File: src/rtl/rw_pkg.sv
package rw_pkg;

  typedef enum logic [3:0] {
    S_IDLE,
    S_ID_REQ,
    S_ID_WAIT,
    S_EVAL,
    S_ENT_REQ,
    S_ENT_WAIT,
    S_REPORT,
    S_NEXT,
    S_TEND
  } walk_st_t;

  localparam logic [31:0] CID_PATTERN = 32'hB105_000D;
  localparam logic [39:0] DES_MASK    = 40'hFF_000F_F000;
  localparam logic [39:0] DES_VALUE   = 40'h04_000B_B000;
  localparam logic [3:0]  CLS_TABLE   = 4'h1;
  localparam logic [3:0]  ID_LAST     = 4'd8;

  // Read order: product bytes 0..3, product byte 4, identifier bytes 0..3
  function automatic logic [11:0] id_offset(input logic [3:0] idx);
    case (idx)
      4'd0:    id_offset = 12'hFE0;
      4'd1:    id_offset = 12'hFE4;
      4'd2:    id_offset = 12'hFE8;
      4'd3:    id_offset = 12'hFEC;
      4'd4:    id_offset = 12'hFD0;
      4'd5:    id_offset = 12'hFF0;
      4'd6:    id_offset = 12'hFF4;
      4'd7:    id_offset = 12'hFF8;
      default: id_offset = 12'hFFC;
    endcase
  endfunction

endpackage

File: src/rtl/rw_part_match.sv
module rw_part_match #(
  parameter int                     NPARTS  = 3,
  parameter logic [NPARTS*12-1:0]   PARTS   = '0,
  parameter logic [NPARTS*4-1:0]    CLASSES = '0,
  parameter logic [NPARTS-1:0]      CHECKED = '0
) (
  input  logic [11:0] part,
  input  logic [3:0]  cls,
  output logic        hit,
  output logic        warn
);

  logic [NPARTS-1:0] eq;
  logic [NPARTS-1:0] mism;

  for (genvar g = 0; g < NPARTS; g++) begin : g_ent
    assign eq[g]   = (part == PARTS[g*12 +: 12]);
    assign mism[g] = eq[g] & CHECKED[g] & (cls != CLASSES[g*4 +: 4]);
  end

  assign hit  = |eq;
  assign warn = |mism;

endmodule

File: src/rtl/rw_addr_stack.sv
module rw_addr_stack #(
  parameter int DEPTH = 4,
  parameter int W     = 40
) (
  input  logic         clk,
  input  logic         rst_n,
  input  logic         push,
  input  logic         pop,
  input  logic [W-1:0] din,
  output logic [W-1:0] dout,
  output logic         empty,
  output logic         full
);

  localparam int PW = $clog2(DEPTH + 1);

  logic [PW-1:0] ptr_q, ptr_d;
  logic [W-1:0]  slot_q [DEPTH];
  logic          do_push, do_pop;

  assign empty   = (ptr_q == '0);
  assign full    = (ptr_q == PW'(DEPTH));
  assign do_push = push && !full;
  assign do_pop  = pop && !empty;

  always_comb begin
    ptr_d = ptr_q;
    if (do_push)     ptr_d = ptr_q + 1'b1;
    else if (do_pop) ptr_d = ptr_q - 1'b1;
  end

  always_ff @(posedge clk or negedge rst_n) begin
    if (!rst_n) ptr_q <= '0;
    else        ptr_q <= ptr_d;
  end

  for (genvar g = 0; g < DEPTH; g++) begin : g_slot
    always_ff @(posedge clk or negedge rst_n) begin
      if (!rst_n)                               slot_q[g] <= '0;
      else if (do_push && ptr_q == PW'(g))      slot_q[g] <= din;
    end
  end

  always_comb begin
    dout = '0;
    for (int i = 0; i < DEPTH; i++)
      if (ptr_q == PW'(i + 1)) dout = slot_q[i];
  end

endmodule

File: src/rtl/dbg_rom_walker.sv
module dbg_rom_walker
  import rw_pkg::*;
#(
  parameter int                   STACK_DEPTH = 4,
  parameter int                   MAX_ENTRIES = 256,
  parameter int                   NPARTS      = 3,
  parameter logic [NPARTS*12-1:0] PART_LIST   = {12'h906, 12'h008, 12'h000},
  parameter logic [NPARTS*4-1:0]  PART_CLASS  = {4'h0, 4'hE, 4'hE},
  parameter logic [NPARTS-1:0]    PART_CHECK  = 3'b011
) (
  input  logic        clk,
  input  logic        rst_n,
  input  logic        start,
  input  logic [31:0] base_addr,
  output logic        req_valid,
  input  logic        req_ready,
  output logic [31:0] req_addr,
  input  logic        rsp_valid,
  input  logic [31:0] rsp_data,
  input  logic        rsp_fault,
  output logic        rep_valid,
  input  logic        rep_ready,
  output logic [31:0] rep_addr,
  output logic [3:0]  rep_class,
  output logic [11:0] rep_part,
  output logic        rep_match,
  output logic        rep_warn,
  output logic        done,
  output logic        stack_err
);

  localparam int IW = $clog2(MAX_ENTRIES);
  localparam int SW = 32 + IW;
  localparam logic [IW-1:0] ENT_LAST = IW'(MAX_ENTRIES - 1);

  walk_st_t       st_q, st_d;
  logic [31:0]    cur_q, cur_d;
  logic [31:0]    tbl_q, tbl_d;
  logic [IW-1:0]  ent_q, ent_d;
  logic [3:0]     rd_q, rd_d;
  logic [39:0]    pid_q, pid_d;
  logic [31:0]    cid_q, cid_d;
  logic           act_q, act_d;
  logic           done_q, done_d;
  logic           err_q, err_d;

  logic           push, pop, stk_empty, stk_full;
  logic [SW-1:0]  stk_top;
  logic           hit, warn;
  logic           cid_ok, des_ok;
  logic [3:0]     cls;

  assign cls    = cid_q[15:12];
  assign cid_ok = ({cid_q[31:16], 4'h0, cid_q[11:0]} == CID_PATTERN);
  assign des_ok = ((pid_q & DES_MASK) == DES_VALUE);

  rw_part_match #(
    .NPARTS (NPARTS),
    .PARTS  (PART_LIST),
    .CLASSES(PART_CLASS),
    .CHECKED(PART_CHECK)
  ) u_match (
    .part(pid_q[11:0]),
    .cls (cls),
    .hit (hit),
    .warn(warn)
  );

  rw_addr_stack #(
    .DEPTH(STACK_DEPTH),
    .W    (SW)
  ) u_stack (
    .clk  (clk),
    .rst_n(rst_n),
    .push (push),
    .pop  (pop),
    .din  ({tbl_q, ent_q}),
    .dout (stk_top),
    .empty(stk_empty),
    .full (stk_full)
  );

  // Next-state logic
  always_comb begin
    st_d   = st_q;
    cur_d  = cur_q;
    tbl_d  = tbl_q;
    ent_d  = ent_q;
    rd_d   = rd_q;
    pid_d  = pid_q;
    cid_d  = cid_q;
    act_d  = act_q;
    done_d = done_q;
    err_d  = err_q;
    push   = 1'b0;
    pop    = 1'b0;
    req_valid = 1'b0;
    req_addr  = '0;

    case (st_q)
      S_IDLE: begin
        if (start) begin
          cur_d  = {base_addr[31:2], 2'b00};
          act_d  = 1'b0;
          err_d  = 1'b0;
          done_d = 1'b0;
          rd_d   = '0;
          pid_d  = '0;
          cid_d  = '0;
          st_d   = S_ID_REQ;
        end
      end

      S_ID_REQ: begin
        req_valid = 1'b1;
        req_addr  = cur_q + {20'h0, id_offset(rd_q)};
        if (req_ready) st_d = S_ID_WAIT;
      end

      S_ID_WAIT: begin
        if (rsp_valid) begin
          if (rsp_fault) begin
            st_d = S_NEXT;
          end else begin
            case (rd_q)
              4'd0:    pid_d[7:0]   = rsp_data[7:0];
              4'd1:    pid_d[15:8]  = rsp_data[7:0];
              4'd2:    pid_d[23:16] = rsp_data[7:0];
              4'd3:    pid_d[31:24] = rsp_data[7:0];
              4'd4:    pid_d[39:32] = rsp_data[7:0];
              4'd5:    cid_d[7:0]   = rsp_data[7:0];
              4'd6:    cid_d[15:8]  = rsp_data[7:0];
              4'd7:    cid_d[23:16] = rsp_data[7:0];
              default: cid_d[31:24] = rsp_data[7:0];
            endcase
            if (rd_q == ID_LAST) begin
              st_d = S_EVAL;
            end else begin
              rd_d = rd_q + 1'b1;
              st_d = S_ID_REQ;
            end
          end
        end
      end

      S_EVAL: begin
        if (!cid_ok) begin
          st_d = S_NEXT;
        end else if (cls == CLS_TABLE) begin
          if (!act_q) begin
            act_d = 1'b1;
            tbl_d = cur_q;
            ent_d = '0;
            st_d  = S_ENT_REQ;
          end else if (stk_full) begin
            err_d = 1'b1;
            st_d  = S_NEXT;
          end else begin
            push  = 1'b1;
            tbl_d = cur_q;
            ent_d = '0;
            st_d  = S_ENT_REQ;
          end
        end else if (des_ok) begin
          st_d = S_REPORT;
        end else begin
          st_d = S_NEXT;
        end
      end

      S_REPORT: begin
        if (rep_ready) st_d = S_NEXT;
      end

      S_NEXT: begin
        if (!act_q) begin
          done_d = 1'b1;
          st_d   = S_IDLE;
        end else if (ent_q == ENT_LAST) begin
          st_d = S_TEND;
        end else begin
          ent_d = ent_q + 1'b1;
          st_d  = S_ENT_REQ;
        end
      end

      S_ENT_REQ: begin
        req_valid = 1'b1;
        req_addr  = tbl_q + {{(30-IW){1'b0}}, ent_q, 2'b00};
        if (req_ready) st_d = S_ENT_WAIT;
      end

      S_ENT_WAIT: begin
        if (rsp_valid) begin
          if (rsp_fault || (rsp_data != '0 && !rsp_data[0])) begin
            st_d = S_NEXT;
          end else if (rsp_data == '0) begin
            st_d = S_TEND;
          end else begin
            cur_d = tbl_q + {rsp_data[31:12], 12'h000};
            rd_d  = '0;
            pid_d = '0;
            cid_d = '0;
            st_d  = S_ID_REQ;
          end
        end
      end

      S_TEND: begin
        if (stk_empty) begin
          act_d = 1'b0;
        end else begin
          pop   = 1'b1;
          tbl_d = stk_top[SW-1:IW];
          ent_d = stk_top[IW-1:0];
        end
        st_d = S_NEXT;
      end

      default: st_d = S_IDLE;
    endcase
  end

  // State registers
  always_ff @(posedge clk or negedge rst_n) begin
    if (!rst_n) begin
      st_q   <= S_IDLE;
      cur_q  <= '0;
      tbl_q  <= '0;
      ent_q  <= '0;
      rd_q   <= '0;
      pid_q  <= '0;
      cid_q  <= '0;
      act_q  <= 1'b0;
      done_q <= 1'b0;
      err_q  <= 1'b0;
    end else begin
      st_q   <= st_d;
      cur_q  <= cur_d;
      tbl_q  <= tbl_d;
      ent_q  <= ent_d;
      rd_q   <= rd_d;
      pid_q  <= pid_d;
      cid_q  <= cid_d;
      act_q  <= act_d;
      done_q <= done_d;
      err_q  <= err_d;
    end
  end

  assign rep_valid = (st_q == S_REPORT);
  assign rep_addr  = cur_q;
  assign rep_class = cls;
  assign rep_part  = pid_q[11:0];
  assign rep_match = hit;
  assign rep_warn  = warn;
  assign done      = done_q;
  assign stack_err = err_q;

endmodule

File: config.mk
export PLATFORM = sky130hd
export DESIGN_NAME = dbg_rom_walker
export DESIGN_NICKNAME = d
export VERILOG_FILES = /design/src/rtl/rw_pkg.sv /design/src/rtl/rw_part_match.sv /design/src/rtl/rw_addr_stack.sv /design/src/rtl/dbg_rom_walker.sv
export SDC_FILE = /design/constraint.sdc
export NUM_CORES = 1
export LEC_CHECK = 0
export ABC_AREA = 1
export BUFFER_PORTS_ARGS = -buffer_cell sky130_fd_sc_hd__buf_2
export CAP_MARGIN = 20
export CELL_PAD_IN_SITES_DETAIL_PLACEMENT = 0
export CELL_PAD_IN_SITES_GLOBAL_PLACEMENT = 1
export CORE_MARGIN = 2
export CORE_UTILIZATION = 44
export DETAILED_ROUTE_END_ITERATION = 12
export GPL_ROUTABILITY_DRIVEN = 0
export GPL_TIMING_DRIVEN = 0
export PLACE_DENSITY_LB_ADDON = 0.1
export SLEW_MARGIN = 15
export SYNTH_ARGS = -nofsm -noshare
export SYNTH_HDL_FRONTEND = slang
export SYNTH_SLANG_ARGS = --single-unit
File: constraint.sdc
create_clock -name clk -period 3.5 [get_ports clk]
set_clock_uncertainty 0.1 [all_clocks]
set_input_delay 0 -clock clk [delete_from_list [all_inputs] [get_ports clk]]
set_output_delay 0 -clock clk [all_outputs]
set_load 0.02 [all_outputs]
After elaboration in Yosys (flattened, before gate mapping):

Memory sizes are Yosys's and may differ from the RTL's.
Index checks and enable logic that the tools add are counted.

* bits of input ports: 71
* word-level logic and storage cells: 228
* register bits after elaboration: 306
* memory bits (read-only): 32
* output and inout bits: 86
* memories kept: 1

* bitwise logic cells: 2
* equal/unequal tests: 55
* mux-type cells: 97
* reductions and logical operators: 45
* add/sub/neg operators: 7

Memory list
* (name not given): depth 8, bits a word 4, rd ports 1, clocked after memory_dff 0, write ports 0, line rw_pkg.sv:23 `case (idx)`

Operator list (number)
* 2-to-1 mux 32 bit: 15
* 2-to-1 mux 40 bit: 10
* one-hot mux 32 bit (2 select lines): 3
* 2-to-1 mux 8 bit: 16
* one-hot mux 40 bit (3 select lines): 1
* one-hot mux 32 bit (3 select lines): 1
* 2-to-1 mux 4 bit: 19
* AND reduction 8 bit: 9
* one-hot mux 4 bit (9 select lines): 1
* inequality test 2 bit, second input constant: 17
* adder 32 x 10 -> 32 bit: 1
* adder 32 x 12 -> 32 bit: 1
* adder 32 bit: 1
* equality test 4 x 3 -> 1 bit, second input constant: 8
* logical NOT 32 bit: 1
* nonzero test 32 bit: 1
* equality test 28 bit, second input constant: 1
* 2-to-1 mux 12 bit: 2
* one-hot mux 8 bit (3 select lines): 1
* inequality test 2 x 1 -> 1 bit, second input constant: 10
* 2-to-1 mux 1 bit: 18
* equality test 16 x 11 -> 1 bit, second input constant: 1
* equality test 4 x 2 -> 1 bit, second input constant: 4
* AND reduction 5 bit: 3
* 34 further kinds: 61

Depth between registers and ports, before layout:

Gate-level depths: netlist of the first run.

* depth in word-level cells: 8
* gate-level depth with buffers: 15
* depth with buffers taken out: 15

Modules after synthesis:

Synthesis of the first run repeated with hierarchy kept, for this count alone.

* cells, all modules: 2833
* area total of the unflattened synthesis: 19045.8 um2

By module, submodules not included
* dbg_rom_walker: seq. area each 3578.4 um2, instances 1, area an instance 11185.7 um2, cells an instance 1778
* rw_addr_stack: seq. area each 4078.9 um2, instances 1, area an instance 7752.4 um2, cells an instance 1029
* rw_part_match: seq. area each 0.0 um2, instances 1, area an instance 107.6 um2, cells an instance 26

Least setup slack after synthesis of the first run:

No wires, ideal clock.

* kind: reg-to-output
* start: register rd_q[0]
* end: output port req_addr[14]
* stages on the path, launching flop included: 14
* buffers on the path: 0
* path slack: 0.879 ns
* data required time: 3.400 ns
* data arrival time: 2.521 ns
* path through: dfrtp_1 -> inv_1 -> ha_1 -> nor3_1 -> a21oi_1 -> ha_1 -> fa_1 -> nand2_1 -> nor2_1 -> inv_1 -> nand3_1 -> nand2_1 -> xor2_1 -> o21ai_0

* word-level cells in the longest chain between the ends: 5

Ends and longest elaborated chain
* from (decl): line dbg_rom_walker.sv:40 `logic [3:0] rd_q, rd_d;`
* from (signal assigned): line dbg_rom_walker.sv:242 `rd_q <= rd_d;`
* memory (8 x 4 bit)
* 2-to-1 mux 12 bit: line rw_pkg.sv:23
* 2-to-1 mux 12 bit: line dbg_rom_walker.sv:100 `case (st_q)`
* adder 32 x 12 -> 32 bit: line dbg_rom_walker.sv:116 `req_addr = cur_q + {20'h0, id_offset(rd_q)};`
* one-hot mux 32 bit (2 select lines): line dbg_rom_walker.sv:100
* to (decl): line dbg_rom_walker.sv:17 `output logic [31:0] req_addr,`

No other way between the ends. The select of a mux whose other input is x is not followed.

Final worst setup path of the first run:

* start: register rd_q[0]
* end: output port req_addr[22]

Same word-level chain as after synthesis.

==> results of run 1 <==
-- cell usage in the layout (no fill, tap or decap), types with 9 or more instances in the layout --
cell type	instances
nand2_2	19
nor2_1	197
nand2_1	838
clkbuf_16	37
xor2_1	12
dlygate4sd3_1	56
o21ai_0	240
buf_4	26
nor2_4	11
nand3_1	210
clkbuf_1	48
buf_2	210
o21ai_1	129
nand3b_1	13
ha_1	39
a21oi_1	73
a22oi_1	14
dfrtp_1	304
or2_2	12
nand4_1	20
nand3_2	9
inv_1	167
nor3_1	25
inv_2	11
-- metrics by stage --
stage	cells	setup TNS [ns]
global route	3352	-0.000381
global placement	3225	-1098.07
CTS	3351	0
detailed placement	3228	0
finish	3352	0
floorplan	2539	0
-- repair_timing --
| action | 4_1_cts | 5_1_grt |
|---|---|---|
| hold buffers | 57 | 0 |
| setup buffers | 4 | 2 |
| pin swaps | 0 | 3 |
| endpoints found under the setup margin | 19 | 23 |
| endpoints found under the hold margin | 323 | 0 |
| resized for setup | 16 | 28 |
-- state kept, by name (all words and copies together), names as in the netlist, 4 cells and up --
name            count
ent_q               8
u_stack.slot_q    160
rd_q                4
tbl_q              32
st_q                4
cid_q              32
pid_q              28
rep_addr           32
-- cells by family after synthesis --
kind of cell,count (synthesis),synth area share (%)
AO/OA/AOI/OAI,488,14.1
XOR/XNOR,15,0.726
adder cells (fa/ha/maj),45,3.24
buffers and inverters,302,7.13
flip-flops,306,42.3
AND/OR/NAND/NOR,1383,32.5
-- worst max-delay path by stage --
stage,from,end,slack (ns),depth (start not counted)
after detailed placement,rd_q[0],req_addr[6],0.12,12
final,rd_q[0],req_addr[22],0.15,16
after global routing,rd_q[0],req_addr[31],-0.0004,16
after CTS,rd_q[0],req_addr[22],0.01,16
after global placement,rst_n,u_stack.slot_q[41],-3.62,1
after floorplan,rd_q[0],req_addr[14],0.88,13
-- worst max-delay path: cells and delay by family (launching register included) --
family / cells / cell delay, ns
AOI/OAI and AO/OA: 2 / 0.20
adders and majority gates: 3 / 0.77
buffers and inverters: 3 / 0.34
DFF: 1 / 0.39
and+or+nand+nor: 8 / 0.98
-- power by group through the flow --
| stage | clock, mW | sequential (mW) | combinational (mW) |
|---|---|---|---|
| finish | 3.84 | 4.98 | 6.68 |
| global placement | 0 | 4.98 | 6.27 |
| CTS | 3.90 | 4.94 | 6.55 |
| floorplan | 0 | 4.76 | 4.04 |
| global route | 4.04 | 5.01 | 7.35 |
| detailed placement | 0 | 4.99 | 6.34 |
-- final cells by class --
cell class	count	area share, %
Buffer	120	2.80
Clock buffer	52	4.83
Clock inverter	10	0.626
Inverter	181	3.18
Multi-Input combinational cell	1931	43.1
Sequential cell	306	35.5
Tap cell	532	3.08
Timing Repair Buffer	220	6.93
-- layer usage --
layer	global-route usage, %	up-vias	wire length [um]
met2	47.8	718	29200
met1	45.9	8867	30200
li1	-	8811	-
met3	6.11	96	5690
met4	10.7	0	2150
met5	0	-	0
==> load_flow_metrics.sql, run 1 <==
INSERT INTO impl_metrics (metric_group, metric, value, unit) VALUES
('final_layout', 'area.growth.synth_to_final', '19.3', '%'),
('sta', 'maxSlewHeadroom', '32.5', '%'),
('synthesis', 'postSynthCellCount', '2539', ''),
('sta', 'period_share', '95.7', '%'),
('final_layout', 'final_layout_size_suffix_gt1_share', '13.8', '%'),
('grt', 'grt_antenna_before_repair', '0', ''),
('final_layout', 'register_area', '7660', 'um2'),
('sta', 'hold_viol', '0', ''),
('placement', 'detailed_place_hpwl', '50800', 'um'),
('route', 'drt_iter0_markers', '1943', ''),
('final_layout', 'final_net_count', '2912', ''),
('floorplanning', 'die-width', '207', 'um'),
('synthesis', 'post_synth.cell_area_avg', '7.12', 'um2'),
('grt', 'number_of_global_route_vias_before_repair', '17132', ''),
('route', 'drcViolationCount', '0', ''),
('route', 'antenna_left', '0', ''),
('grt', 'grt_use_total', '31.8', '%'),
('final_layout', 'fill_cells', '4109', ''),
('power_and_ir_drop', 'combinational_cell_fraction_of_total_power', '43.1', '%'),
('clocking', 'numClockSinks', '306', ''),
('sta', 'setup_viol', '0', ''),
('setup_path', 'reg2reg_slack', '0.34', 'ns'),
('synthesis', 'top_area_cell_type_share_of_the_netlist_area', '42.3', '%'),
('synthesis', 'synth_warn', '0', ''),
('final_layout', 'diodes_inserted', '0', ''),
('synthesis', 'synth.area.top_cells', 'dfrtp_1 (42%), nand2_1 (18%), o21ai_0 (6.8%)', ''),
('grt', 'grt_start_max_net_pins', '98', ''),
('sta', 'whs', '0.0250', 'ns'),
('synthesis', 'number_of_flops_mapped_to_enable_cells_by_yosys', '0', ''),
('route', 'wire_per_inst', '20.1', 'um'),
('synthesis', 'post_synth_instance_area', '18100', 'um2'),
('status', 'status', 'finished, final reports clean', ''),
('floorplanning', 'initial_core_util', '44.4', '%'),
('synthesis', 'ys_ff_latch', '306', ''),
('power_and_ir_drop', 'power_frac_clock', '24.8', '%'),
('synthesis', 'netlist.top_cell.by_area', 'dfrtp_1', ''),
('floorplanning', 'dieArea', '42800', 'um2'),
('final_layout', 'design_area', '21600', 'um2'),
('setup_path', 'crit_type', 'reg -> out', ''),
('setup_path', 'cp_max_fo', '4', ''),
('sta', 'timing.final.ws_setup', '0.149', 'ns'),
('sta', 'max_clock_freq', '0.298', 'GHz'),
('grt', 'gr-total-overflow', '0', ''),
('setup_path', 'timing.critical_path.from_type', 'flip-flop', ''),
('placement', 'port-buffer-count', '154', ''),
('final_layout', 'finalCoreUtilization', '53.0', '%'),
('sta', 'timing.final.max_slew_violations', '0', ''),
('power_and_ir_drop', 'cellInternalPower', '8.37', 'mW'),
('synthesis', 'netlist-cell-type-count', '47', ''),
('clocking', 'cts_buffers', '36', ''),
('floorplanning', 'die_height', '207', 'um'),
('clocking', 'tritoncts_clock_tree', 'built', ''),
('power_and_ir_drop', 'p_per_area', '718', 'nW/um2'),
('setup_path', 'critPathMaxStageDelay', '0.39', 'ns'),
('clocking', 'max-clock-path-buffers', '3', ''),
('power_and_ir_drop', 'power.sequential.fraction', '32.1', '%'),
('setup_path', 'worstPathRequired', '3.40', 'ns'),
('clocking', 'cts_root_buffer', 'clkbuf_16', ''),
('synthesis', 'syn-num-nets', '2655', ''),
('floorplanning', 'floorplan.io_pins', '157', ''),
('min_path', 'hold_depth', '7', ''),
('route', 'drt-total-wl', '67200', 'um'),
('sta', 'tightestPinTransition', '1.01', 'ns'),
('min_path', 'holdCritStartpoint', 'rsp_data[26]', ''),
('power_and_ir_drop', 'power_switching_share', '46.0', '%'),
('power_and_ir_drop', 'switching_power', '7.13', 'mW'),
('synthesis', 'netlist_top_cells_count', 'nand2_1 (844), dfrtp_1 (306), o21ai_0 (245)', ''),
('sta', 'layout_min_cycle_time', '3.35', 'ns'),
('setup_path', 'worstPathCellList', 'inv_1 -> ha_2 -> nor3_2 -> a21oi_1 -> ha_2 -> fa_2 -> nand2_4 -> nor2_4 -> inv_2 -> nand2_1 -> nand3_1 -> o21ai_1 -> or2_2 -> nand3_2 -> nand2_1 -> buf_2', ''),
('min_path', 'min_path_type', 'in -> reg', ''),
('power_and_ir_drop', 'ir_drop', '472', 'uV');
No activity file was read; power rests on OpenSTA's default activity.
==> inputs of run 2 (changes only) <==
--- a/config.mk
+++ b/config.mk
@@ -7,10 +7,8 @@
 export LEC_CHECK = 0
 export ABC_AREA = 1
 export BUFFER_PORTS_ARGS = -buffer_cell sky130_fd_sc_hd__buf_2
-export CAP_MARGIN = 20
 export CELL_PAD_IN_SITES_DETAIL_PLACEMENT = 0
 export CELL_PAD_IN_SITES_GLOBAL_PLACEMENT = 1
-export CORE_MARGIN = 2
 export CORE_UTILIZATION = 44
 export DETAILED_ROUTE_END_ITERATION = 12
 export GPL_ROUTABILITY_DRIVEN = 0
==> load_flow_metrics.sql, run 2 (synthesis results as in run 1) <==
INSERT INTO impl_metrics (metric_group, metric, value, unit) VALUES
('status', 'status', 'finished, final reports clean', ''),
('grt', 'grt_start_max_net_pins', '104', ''),
('sta', 'whs', '0.0417', 'ns'),
('power_and_ir_drop', 'ir_drop', '449', 'uV'),
('final_layout', 'most-common-layout-cells', 'nand2_1 (840), dfrtp_1 (303), o21ai_0 (240)', ''),
('sta', 'maxSlewHeadroom', '30.5', '%'),
('setup_path', 'worst_path_max_delay_cell', 'o21ai_1', ''),
('setup_path', 'critical-path-top-delay-family', 'simple AND/OR/NAND/NOR gates', ''),
('sta', 'setup_viol', '0', ''),
('grt', 'grt_use_total', '32.6', '%'),
('setup_path', 'worstPathRequired', '3.40', 'ns'),
('power_and_ir_drop', 'power.leakage', '10.8', 'nW'),
('clocking', 'cts_buffers', '37', ''),
('final_layout', 'design_area', '21500', 'um2'),
('placement', 'port-buffer-count', '154', ''),
('flow_run', 'maxCapViolations', '0', ''),
('route', 'antenna_left', '0', ''),
('final_layout', 'diodes_inserted', '0', ''),
('setup_path', 'setup.worst_path.end_class', 'output port', ''),
('clocking', 'max-clock-path-buffers', '3', ''),
('clocking', 'tritoncts_clock_tree', 'built', ''),
('route', 'drt_iter0_markers', '1835', ''),
('sta', 'hold_viol', '0', ''),
('route', 'drt-total-wl', '67500', 'um'),
('final_layout', 'layout.cells.most_common', 'nand2_1', ''),
('sta', 'max_clock_freq', '0.290', 'GHz'),
('final_layout', 'area.growth.synth_to_final', '19.0', '%'),
('setup_path', 'cp_num_buf_inv', '4', ''),
('clocking', 'clkTransAtPathRegs', '0.05', 'ns'),
('grt', 'number_of_global_route_vias_before_repair', '17207', ''),
('clocking', 'cts_root_buffer', 'clkbuf_16', ''),
('final_layout', 'largest_reg_flops', '160', ''),
('floorplanning', 'core-area', '40100', 'um2'),
('setup_path', 'crit_type', 'reg -> out', ''),
('setup_path', 'cp_max_fo', '7', ''),
('sta', 'tightestPinTransition', '1.04', 'ns'),
('setup_path', 'critPathMaxStageDelay', '0.42', 'ns'),
('setup_path', 'worst-endpoint-arrival', '3.35', 'ns'),
('route', 'wire_per_inst', '20.2', 'um'),
('grt', 'gr-total-overflow', '0', ''),
('floorplanning', 'die-width', '205', 'um'),
('setup_path', 'timing.critical_path.from_type', 'flip-flop', ''),
('floorplanning', 'floorplan.io_pins', '157', ''),
('grt', 'grt_first_pass_wirelength', '103000', 'um'),
('route', 'drcViolationCount', '0', ''),
('sta', 'layout_min_cycle_time', '3.45', 'ns'),
('final_layout', 'final_layout_size_suffix_gt1_share', '13.8', '%'),
('placement', 'detailed_place_hpwl', '50600', 'um'),
('floorplanning', 'core.rowCount', '73', ''),
('route', 'via_per_instance_ratio', '5.51', ''),
('clocking', 'numClockSinks', '306', ''),
('final_layout', 'final_net_count', '2914', ''),
('final_layout', 'regMostFlops', 'u_stack.slot_q', ''),
('placement', 'placedInstanceArea', '19600', 'um2'),
('power_and_ir_drop', 'p_total', '15.3', 'mW'),
('sta', 'period_share', '98.5', '%'),
('route', 'first_pass_iters', '5', ''),
('setup_path', 'crit_top_cell', 'nand2_1', ''),
('clocking', 'clock_latency_on_the_worst_skew_pair', '0.56', 'ns'),
('route', 'vias', '18461', ''),
('grt', 'grt_antenna_before_repair', '0', ''),
('setup_path', 'reg2reg_slack', '0.39', 'ns'),
('sta', 'timing.final.max_slew_violations', '0', ''),
('setup_path', 'worstPathCellList', 'clkbuf_1 -> nor2_2 -> nand2_1 -> ha_4 -> nor2_1 -> inv_1 -> a21oi_4 -> buf_4 -> nand2_1 -> nand2_1 -> nand2_1 -> o21ai_1 -> buf_2', ''),
('power_and_ir_drop', 'p_per_area', '712', 'nW/um2'),
('floorplanning', 'initial_core_util', '45.1', '%'),
('min_path', 'min_path_type', 'in -> reg', ''),
('floorplanning', 'dieArea', '41900', 'um2'),
('clocking', 'htreeDepth', '2', ''),
('floorplanning', 'die_height', '205', 'um');
run 2: cell types whose count changed in the layout (fill, tap and decap cells not counted), moves of 2 or more:
| cell | delta |
|---|---|
| nand2_2 | -2 |
| clkbuf_8 | +3 |
| nand2_1 | +2 |
| bufinv_16 | -3 |
| nand3_2 | +2 |
| clkinvlp_4 | +2 |
run 2: metrics by stage:
stage                     util (%)  worst slack [ns]  std cells  TNS (ns)
after CTS                     53.4           -0.0383       3345   -0.0925
after floorplan                  -             0.879       2539         0
after global placement        48.7             -3.71       3218  -1120.45
after detailed placement      48.9             0.276       3221         0
final                         53.7            0.0513       3349         0
after global routing          53.7           -0.0110       3349   -0.0189
run 2: final timing paths:
check                      cells after the start      endpoint         start
max                                           13   req_addr[7]       rd_q[3]
max reg2reg                                   16  rep_addr[26]     tbl_q[12]
max in group asynchronous                      5      ent_q[1]         rst_n
min                                            6  rep_addr[13]  rsp_data[13]
min reg2reg                                    2          done          done
min in group asynchronous                      4  rep_addr[15]         rst_n
run 2: routing by layer:
layer / GRT usage, % / vias up / wire length (um)
li1: - / 8814 / -
met1: 48.0 / 8842 / 30600
met2: 48.6 / 710 / 29400
met3: 5.31 / 95 / 5650
met4: 10.2 / 0 / 1860
met5: 0 / - / 0
run 2: final cells by class:
cell class / count / area, um2
clock inverters: 11 / 73.8
well taps: 525 / 657
clock buffers: 54 / 1080
inverters: 181 / 686
fillers: 4043 / 18600
flip-flops and latches: 306 / 7660
multi-input cells: 1931 / 9270
plain buffers: 121 / 608
repair buffers: 220 / 1500
run 2: what timing repair did:
action | CTS | global route
pin swaps | 1 | 3
gates cloned | 0 | 0
hold buffers | 57 | 0
hold endpoints to repair | 216 | 0
setup buffers | 2 | 4
resized for setup | 15 | 26
setup endpoints to repair | 17 | 14
run 2: tightest hold or removal path: cells and delay by family:
kind / cells / cell delay, ns
AOI/OAI and AO/OA: 1 / 0.09
adders and majority gates: 1 / 0.17
buffers and inverters: 2 / 0.27
and+or+nand+nor: 2 / 0.13
run 2: report_power, final:
group / total [mW] / internal (mW) / switching [mW]
Clock: 3.71 / 2.14 / 1.57
Combinational: 6.63 / 2.01 / 4.62
Sequential: 4.98 / 4.06 / 0.925
Total: 15.3 / 8.21 / 7.12
